**config.mk**
```make
export PLATFORM = sky130hd
export DESIGN_NAME = hdlc_tx_framer
export DESIGN_NICKNAME = d
export VERILOG_FILES = /design/src/rtl/hdlc_tx_pkg.sv /design/src/rtl/hdlc_crc_serial.sv /design/src/rtl/hdlc_run_counter.sv /design/src/rtl/hdlc_tx_framer.sv
export SDC_FILE = /design/constraint.sdc
export NUM_CORES = 1
export LEC_CHECK = 0
export BUFFER_PORTS_ARGS = -buffer_cell sky130_fd_sc_hd__buf_4
export CAP_MARGIN = 5
export CORE_ASPECT_RATIO = 2
export CORE_MARGIN = 3
export CORE_UTILIZATION = 55
export CTS_CLUSTER_DIAMETER = 30
export DETAILED_ROUTE_END_ITERATION = 6
export PLACE_DENSITY = 0.73
export SLEW_MARGIN = 20
export SYNTH_ARGS = -nofsm -noshare
export SYNTH_HDL_FRONTEND = slang
export SYNTH_SLANG_ARGS = --single-unit
```
**constraint.sdc**
```tcl
create_clock -name clk -period 5.3 [get_ports clk]
set_input_delay 0.265 -clock clk [delete_from_list [all_inputs] [get_ports clk]]
set_output_delay 0.265 -clock clk [all_outputs]
set_load 0.01 [all_outputs]
```
**src/rtl/hdlc_tx_pkg.sv**
```systemverilog
package hdlc_tx_pkg;

    typedef enum logic [1:0] {
        ST_IDLE,
        ST_DATA,
        ST_FCS,
        ST_CLOSE
    } tx_state_e;

    localparam int FLAG_W = 8;
    localparam int FLAG_IDX_W = $clog2(FLAG_W);
    localparam logic [FLAG_W-1:0] FLAG_PAT = 8'h7E;

endpackage

```
**src/rtl/hdlc_crc_serial.sv**
```systemverilog
module hdlc_crc_serial #(
    parameter int W = 16,
    parameter logic [W-1:0] POLY = 'h8408,
    parameter logic [W-1:0] INIT = '1
) (
    input  logic         clk,
    input  logic         rst_n,
    input  logic         clr,
    input  logic         shift,
    input  logic         din,
    output logic [W-1:0] crc_q
);

    logic         fb;
    logic [W-1:0] crc_n;

    always_comb begin
        fb    = crc_q[0] ^ din;
        crc_n = (crc_q >> 1) ^ (fb ? POLY : '0);
    end

    always_ff @(posedge clk) begin
        if (!rst_n || clr) begin
            crc_q <= INIT;
        end else if (shift) begin
            crc_q <= crc_n;
        end
    end

endmodule

```
**src/rtl/hdlc_run_counter.sv**
```systemverilog
module hdlc_run_counter #(
    parameter int RUN_LEN = 5
) (
    input  logic clk,
    input  logic rst_n,
    input  logic clr,
    input  logic upd,
    input  logic bit_in,
    output logic stuff_due
);

    localparam int RW = $clog2(RUN_LEN + 1);

    logic [RW-1:0] run_q;

    always_ff @(posedge clk) begin
        if (!rst_n || clr) begin
            run_q <= '0;
        end else if (upd) begin
            run_q <= bit_in ? run_q + 1'b1 : '0;
        end
    end

    assign stuff_due = (run_q == RW'(RUN_LEN));

    // a sixth one in a row would mean a missed insertion
    assert_run_bound_R5: assert property (@(posedge clk) disable iff (!rst_n)
        run_q <= RW'(RUN_LEN));

endmodule

```
**src/rtl/hdlc_tx_framer.sv**
```systemverilog
module hdlc_tx_framer
    import hdlc_tx_pkg::*;
#(
    parameter int BYTE_W = 8,
    parameter int CRC_W = 16,
    parameter int RUN_LEN = 5,
    parameter logic [CRC_W-1:0] CRC_POLY = 'h8408,
    parameter logic [CRC_W-1:0] CRC_INIT = '1
) (
    input  logic              clk,
    input  logic              rst_n,
    input  logic              bit_en,
    input  logic              frame_avail,
    input  logic              byte_avail,
    input  logic [BYTE_W-1:0] rd_data,
    output logic              rd_en,
    output logic              frame_adv,
    output logic              tx_bit,
    output logic              frame_done
);

    localparam int CNT_MAX = (CRC_W > BYTE_W) ? CRC_W : BYTE_W;
    localparam int CNT_W = $clog2(CNT_MAX + 1);

    tx_state_e         state, state_n;
    logic [CNT_W-1:0]  cnt, cnt_n;
    logic [BYTE_W-1:0] dsh, dsh_n;
    logic              have, have_n;
    logic [CRC_W-1:0]  fsh, fsh_n;
    logic              tx_n, rd_n, adv_n, done_n;
    logic              crc_clr, crc_shift;
    logic              run_clr, run_upd, run_bit, stuff_due;
    logic [CRC_W-1:0]  crc_q;

    hdlc_crc_serial #(.W(CRC_W), .POLY(CRC_POLY), .INIT(CRC_INIT)) u_crc (
        .clk(clk), .rst_n(rst_n), .clr(crc_clr), .shift(crc_shift),
        .din(dsh[0]), .crc_q(crc_q)
    );

    hdlc_run_counter #(.RUN_LEN(RUN_LEN)) u_run (
        .clk(clk), .rst_n(rst_n), .clr(run_clr), .upd(run_upd),
        .bit_in(run_bit), .stuff_due(stuff_due)
    );

    always_comb begin
        state_n   = state;
        cnt_n     = cnt;
        dsh_n     = dsh;
        have_n    = have;
        fsh_n     = fsh;
        tx_n      = tx_bit;
        rd_n      = 1'b0;
        adv_n     = 1'b0;
        done_n    = 1'b0;
        crc_clr   = 1'b0;
        crc_shift = 1'b0;
        run_clr   = 1'b0;
        run_upd   = 1'b0;
        run_bit   = 1'b0;
        unique case (state)
            ST_IDLE, ST_CLOSE: begin
                if (bit_en) begin
                    tx_n    = FLAG_PAT[cnt[FLAG_IDX_W-1:0]];
                    run_clr = 1'b1;
                    if (cnt == CNT_W'(FLAG_W - 1)) begin
                        cnt_n  = '0;
                        done_n = (state == ST_CLOSE);
                        if (frame_avail) begin
                            adv_n   = 1'b1;
                            crc_clr = 1'b1;
                            have_n  = 1'b0;
                            state_n = ST_DATA;
                        end else begin
                            state_n = ST_IDLE;
                        end
                    end else begin
                        cnt_n = cnt + 1'b1;
                    end
                end
            end
            ST_DATA: begin
                if (!have) begin
                    // fetch between strobes; wait one cycle after a frame advance
                    if (!frame_adv) begin
                        cnt_n = '0;
                        if (byte_avail) begin
                            dsh_n  = rd_data;
                            have_n = 1'b1;
                            rd_n   = 1'b1;
                        end else begin
                            fsh_n   = ~crc_q;
                            state_n = ST_FCS;
                        end
                    end
                end else if (bit_en) begin
                    run_upd = 1'b1;
                    if (stuff_due) begin
                        tx_n = 1'b0;
                    end else begin
                        tx_n      = dsh[0];
                        run_bit   = dsh[0];
                        crc_shift = 1'b1;
                        dsh_n     = dsh >> 1;
                        if (cnt == CNT_W'(BYTE_W - 1)) begin
                            have_n = 1'b0;
                            cnt_n  = '0;
                        end else begin
                            cnt_n = cnt + 1'b1;
                        end
                    end
                end
            end
            ST_FCS: begin
                if (bit_en) begin
                    if (stuff_due) begin
                        tx_n    = 1'b0;
                        run_upd = 1'b1;
                    end else if (cnt == CNT_W'(CRC_W)) begin
                        tx_n    = FLAG_PAT[0];
                        run_clr = 1'b1;
                        cnt_n   = CNT_W'(1);
                        state_n = ST_CLOSE;
                    end else begin
                        tx_n    = fsh[0];
                        run_upd = 1'b1;
                        run_bit = fsh[0];
                        fsh_n   = fsh >> 1;
                        cnt_n   = cnt + 1'b1;
                    end
                end
            end
            default: state_n = ST_IDLE;
        endcase
    end

    // state register
    always_ff @(posedge clk) begin
        if (!rst_n) begin
            state <= ST_IDLE;
            cnt   <= '0;
        end else begin
            state <= state_n;
            cnt   <= cnt_n;
        end
    end

    // datapath and outputs
    always_ff @(posedge clk) begin
        if (!rst_n) begin
            dsh        <= '0;
            have       <= 1'b0;
            fsh        <= '0;
            tx_bit     <= 1'b1;
            rd_en      <= 1'b0;
            frame_adv  <= 1'b0;
            frame_done <= 1'b0;
        end else begin
            dsh        <= dsh_n;
            have       <= have_n;
            fsh        <= fsh_n;
            tx_bit     <= tx_n;
            rd_en      <= rd_n;
            frame_adv  <= adv_n;
            frame_done <= done_n;
        end
    end

    assert_hold_R9: assert property (@(posedge clk) disable iff (!rst_n)
        !bit_en |=> $stable(tx_bit));

    assert_adv_pulse_R3: assert property (@(posedge clk) disable iff (!rst_n)
        frame_adv |=> !frame_adv);

    assert_done_pulse_R7: assert property (@(posedge clk) disable iff (!rst_n)
        frame_done |=> !frame_done);

    assert_rd_guard_R10: assert property (@(posedge clk) disable iff (!rst_n)
        rd_en |-> $past(byte_avail));

    assert_idle_noread_R2: assert property (@(posedge clk) disable iff (!rst_n)
        (state == ST_IDLE) |-> !rd_en);

    assert_adv_cause_R8: assert property (@(posedge clk) disable iff (!rst_n)
        frame_adv |-> $past(frame_avail));

endmodule

```
; ---- Word level (Yosys, flattened, before mapping)
; Memories as Yosys holds them, arrays and structs flattened. A register that Yosys moved wholly into a read port is not among the register bits.
; Cells that the tools add are included.
[classes]
n_addsub = 2
n_lt_le_gt_ge = 1
eq_ne = 24
mux = 77
n_bitwise = 5
reduce_logical = 16
[ops]
columns = op, count
row1 = two-way mux 16 bit, 7
row2 = two-way mux 5 bit, 9
row3 = two-way mux 8 bit, 5
row4 = two-way mux 1 bit, 37
row5 = case mux 16 bit (2 select lines), 1
row6 = != test 2 bit (second input constant), 14
row7 = two-way mux 2 bit, 8
row8 = inverter 16 bit, 1
row9 = XOR 15 x 16 -> 16 bit, 1
row10 = case mux 5 bit (3 select lines), 1
row11 = AND reduction 4 bit, 3
row12 = two-way mux 3 bit, 3
row13 = != test 3 bit (second input constant), 3
row14 = case mux 1 bit (2 select lines), 4
row15 = AND reduction 8 bit, 1
row16 = AND reduction 7 bit, 1
row17 = case mux 2 bit (3 select lines), 1
row18 = AND reduction 6 bit, 1
row19 = nonzero test 2 bit, 3
row20 = adder 5 x 1 -> 5 bit (second input constant), 1
row21 = equality test 5 x 3 -> 1 bit (second input constant), 1
row22 = equality test 5 bit (second input constant), 1
row23 = AND reduction 5 bit, 1
row24 = equality test 2 bit (second input constant), 2
row25 = 13 further kinds, 15
[word_totals]
regBits = 55
mem_bits_ro = 8
in_bits = 13
output_inout_bits = 4
wordCells = 137
memories = 1
[memory_table]
columns = name, depth, width, rd, rd_clocked_by_memory_dff, wr, line
row1 = (no name shown), 8, 1, 1, 1, 0, hdlc_tx_framer.sv:63  ; tx_n = FLAG_PAT[cnt[FLAG_IDX_W-1:0]];

; ---- Longest topological paths before layout
[logic_depth]
ltp_word = 8
mapped_depth = 10

; ---- Modules after synthesis
; A second synthesis with hierarchy kept.
[unflattened]
hier_cells = 327
hier_area_um2 = 2921.6
[modules_own_cells]
columns = mod, n_inst, cells_each, area_per_inst_um2, seq_area_each_um2
row1 = hdlc_tx_framer, 1, 238, 2030.7, 740.7
row2 = hdlc_crc_serial, 1, 70, 728.2, 320.3
row3 = hdlc_run_counter, 1, 19, 162.7, 60.1

; ---- Worst setup path before layout
; OpenSTA, ideal clock, no wires.
[synth_path]
kind = reg2reg
startpoint = register state[0]
endpoint = register cnt[4]
setup_time_ps = 121
arrival_ps = 1814
slack_ps = 3365
path_stages_with_launch = 11
path_buffers = 2
period_less_slack_ps = 1935
cell_sequence = dfxtp_1 inv_1 ha_1 clkbuf_1 and2b_1 o21ai_1 and2_1 buf_2 and4_1 xnor2_1 nor2_1
[synth_between]
elab_chain_len = 4
[synth_lines]
columns = element, line
row1 = "start, declared", hdlc_tx_framer.sv:25  ; tx_state_e state, state_n;
row2 = "start signal, assigned", hdlc_tx_framer.sv:142  ; state <= state_n;
row3 = equality test 2 bit / logical NOT 2 bit (equally long branches), hdlc_tx_framer.sv:60  ; unique case (state)
row4 = OR reduction 2 bit, hdlc_tx_framer.sv:60
row5 = != test 2 bit (no line), -
row6 = AND reduction 6 bit (no line), -
row7 = "end signal, assigned", hdlc_tx_framer.sv:143  ; cnt <= cnt_n;
row8 = "end, declared", hdlc_tx_framer.sv:26  ; logic [CNT_W-1:0] cnt, cnt_n;
; Several ways; a longest one is shown, not always the timed one.
; A chain may end at the register's enable or synchronous reset.

; ---- Final worst setup path
[layout_path]
startpoint = register have
endpoint = register dsh[0]
[layout_between]
elab_chain_len = 2
[layout_lines]
columns = element, line
row1 = "start, declared", hdlc_tx_framer.sv:28  ; logic have, have_n;
row2 = "start signal, assigned", hdlc_tx_framer.sv:159  ; have <= have_n;
row3 = "!= test 2 bit (no line), or another cell as far along", -
row4 = AND reduction 5 bit (no line), -
row5 = "end signal, assigned", hdlc_tx_framer.sv:158  ; dsh <= dsh_n;
row6 = "end, declared", hdlc_tx_framer.sv:27  ; logic [BYTE_W-1:0] dsh, dsh_n;
; Several ways; a longest one is shown, not always the timed one.

==> reports/metrics.cfg <==
[cts]
clk_latency_ns=0.31
cts_tree=built
cts.sink_count=56
ctsHtreeMaxLevel=2
hold_buffers=0
cts-resized-gates=0
cts.path.max_buffers=2
clock-root-buffer=clkbuf_8
cts_setup_buffers=0
cts_buffers=5
path_clk_slew_ns=0.10

[pwr]
p_leak_uw=0.00117
power_per_cell_area_nw_per_um2=392
ir_worst_vdd_uv=256

[floorplan]
die_y_um=107
row_count=36
io_pins=17
die_x_um=56.3
coreArea_um2=4860
initial_core_util_pct=57.2
dieArea_um2=6000

[worst_setup_path]
worstReg2RegEnd=dsh[0]
cp_common_cell=nor2_1
rrSetupSlack_ns=2.99
max_stage_delay_ns=0.87
worstPathRequired_ns=5.50
critPathSlowestCell=dfxtp_1
regToRegStartpoint=have
path_class=flop to flop
path_cells=nor3b_1 -> o21ai_1 -> nor2_1 -> a21oi_1 -> nor2_1
crit_buf_inv=0
cp_max_fo=21
endpoint_kind=flop
crit_family=compound AO/OA/AOI/OAI gates
cp.arrival_ns=2.51
ff2ff_path_depth=5
worstSetupStartpointType=flop

[final_layout]
final_cell_mix=56 x dfxtp_1, 54 x nand2_1, 52 x nor2_1
drive_above_1_share_pct=13.1
syn2layout_area_growth_pct=7.55
diodes=0
finalNetCount=370
fill_cells=474
fin_cells=408
mostFrequentLayoutCell=dfxtp_1

[run_status]
status=finished clean

[yosys]
synth.cell_area_um2=2780
async_flop_share_pct=0
yosys.area.top_type_share_pct=40.3
synth_top_cell_by_area=dfxtp_1
ys_warn_count=0
synthFlopType=dfxtp_1
synth_area_leaders=dfxtp_1 40%, nand2_1 7.3%, nor2_1 7.0%, mux2i_1 5.4%, a21oi_1 4.9%
synth_cell_types=43
synth-edff-count=0
ys_seq_area_share_pct=40.3
synth_seq_cells=56
syn_nets=364
netlist_instances=344
syn_avg_cell_area_um2=8.09

[placement]
dp.final_hpwl_mm=4.11
routabilityCongestion=0.942
dp_cells=400
place.port_buffers=16

[sta]
setup_viol=0
worst_pin_slew_ns=0.957
rsz0062_at_grt=no
fin_crit_ns=2.31
timing.final.crit_share_pct=43.6
fmax_ghz=0.433
fin_skew_ns=0.00771
relSlewSlack_pct=35.8
finalSetupTns_ns=0
hold_violations=0
slew_violations=0

[min_path]
min_to=tx_bit
min-delay-path-class=input port to flop
hold_depth=2
hp-start=rst_n

[drt]
wl_per_cell_um=14.4
post_drt_via_cell_ratio=5.69
first_pass_iters=4
drt_iter0_drc=64
routed_wl_mm=5.88
drc=0
ant_nets=0
vias=2320

[global_route]
grt_max_degree=44
grt_busiest_layer=met2
grt_pass1_wl_mm=9.93
track_usage_pct=20.7
grtUsageMet1_pct=23.5
grt_pass1_vias=2183
antenna_found_initial=0
overflow=0
grt_use_met2_pct=36.6
grt_use_met3_pct=2.89

[flow_run]
maxCapViolCount=0

[worst register-to-register path: stages, from the launching register on]
cell and delay (ns):
dfxtp_1 0.87, nor3b_1 0.18, o21ai_1 0.79, nor2_1 0.13
a21oi_1 0.18, nor2_1 0.06
[per-stage QoR]
stage / setup slack, ns / utilization [%] / total power [uW] / hold slack, ns / cell area (um^2)
finish: 2.99 / 61.5 / 1170 / 0.181 / 2990
global route: 2.83 / 61.5 / 1260 / 0.167 / 2990
CTS: 3.00 / 61.5 / 1190 / 0.164 / 2990
detailed placement: 3.04 / 59.7 / 942 / 0.473 / 2900
global placement: 3.08 / 59.7 / 932 / 0.462 / 2900
floorplan: 3.36 / - / 866 / 0.327 / 2780
[power by group]
part	leakage (uW)	switching [uW]	internal (uW)
registers	0.000455	40.7	468
logic	0.000675	256	167
clock network	0.0000455	137	107
[registers in the layout, summed over array words and instances (netlist names), named ones only]
signal       count
frame_adv        1
tx_bit           1
rd_en            1
fsh             16
frame_done       1
cnt              5
u_run.run_q      3
state            2
dsh              8
u_crc.crc_q     16
have             1
[worst max-delay path by stage]
| stage | startpoint | depth (start not counted) | to |
|---|---|---|---|
| 4_1_cts | have | 5 | dsh[0] |
| 3_3_place_gp | have | 5 | dsh[7] |
| 2_1_floorplan | state[0] | 10 | cnt[4] |
| 5_1_grt | have | 5 | dsh[6] |
| 3_5_place_dp | have | 5 | dsh[6] |
| 6_report | have | 5 | dsh[0] |
[metal layers]
layer,wire length (um),vias to the layer above
met5,0,-
met4,170,0
met3,154,12
met2,3230,42
met1,2320,1074
li1,-,1192
[cells by family (layout without fill, tap and decap cells)]
family	Yosys count	after routing	synth area share, %
AOI/OAI and AO/OA	77	77	19.6
adders and majority gates	7	7	3.15
buffers and inverters	29	36	4.72
DFF	56	56	40.3
xor gates and xnor gates	5	5	1.57
muxes	15	15	5.39
and+or+nand+nor	155	155	25.3
[area by class of cell]
type	count	area, um^2	share of cell area [%]
Timing Repair Buffer	20	150	5.01
Tap cell	57	71.3	2.38
Sequential cell	56	1120	37.4
Inverter	8	30.0	1.00
Clock buffer	8	90.1	3.01
Multi-Input combinational cell	259	1530	51.1
[Yosys cell counts (2+ instances only)]
| library cell | number |
|---|---|
| dfxtp_1 | 56 |
| nand2_1 | 54 |
| nor2_1 | 52 |
| a21oi_1 | 27 |
| nand3_1 | 17 |
| mux2i_1 | 15 |
| o21ai_0 | 15 |
| clkbuf_1 | 12 |
| a211oi_2 | 9 |
| inv_1 | 8 |
| a211oi_1 | 7 |
| ha_1 | 7 |
| buf_2 | 6 |
| and3_1 | 5 |
| nor2_2 | 5 |
| o211ai_1 | 5 |
| nand2b_1 | 4 |
| nor3_1 | 4 |
| and2_1 | 3 |
| xnor2_1 | 3 |
| a31o_2 | 2 |
| a31oi_1 | 2 |
| buf_6 | 2 |
| nor3b_1 | 2 |
| o21ai_1 | 2 |
| o221ai_1 | 2 |
| xor2_1 | 2 |
Power figures use the tool's default switching activity.
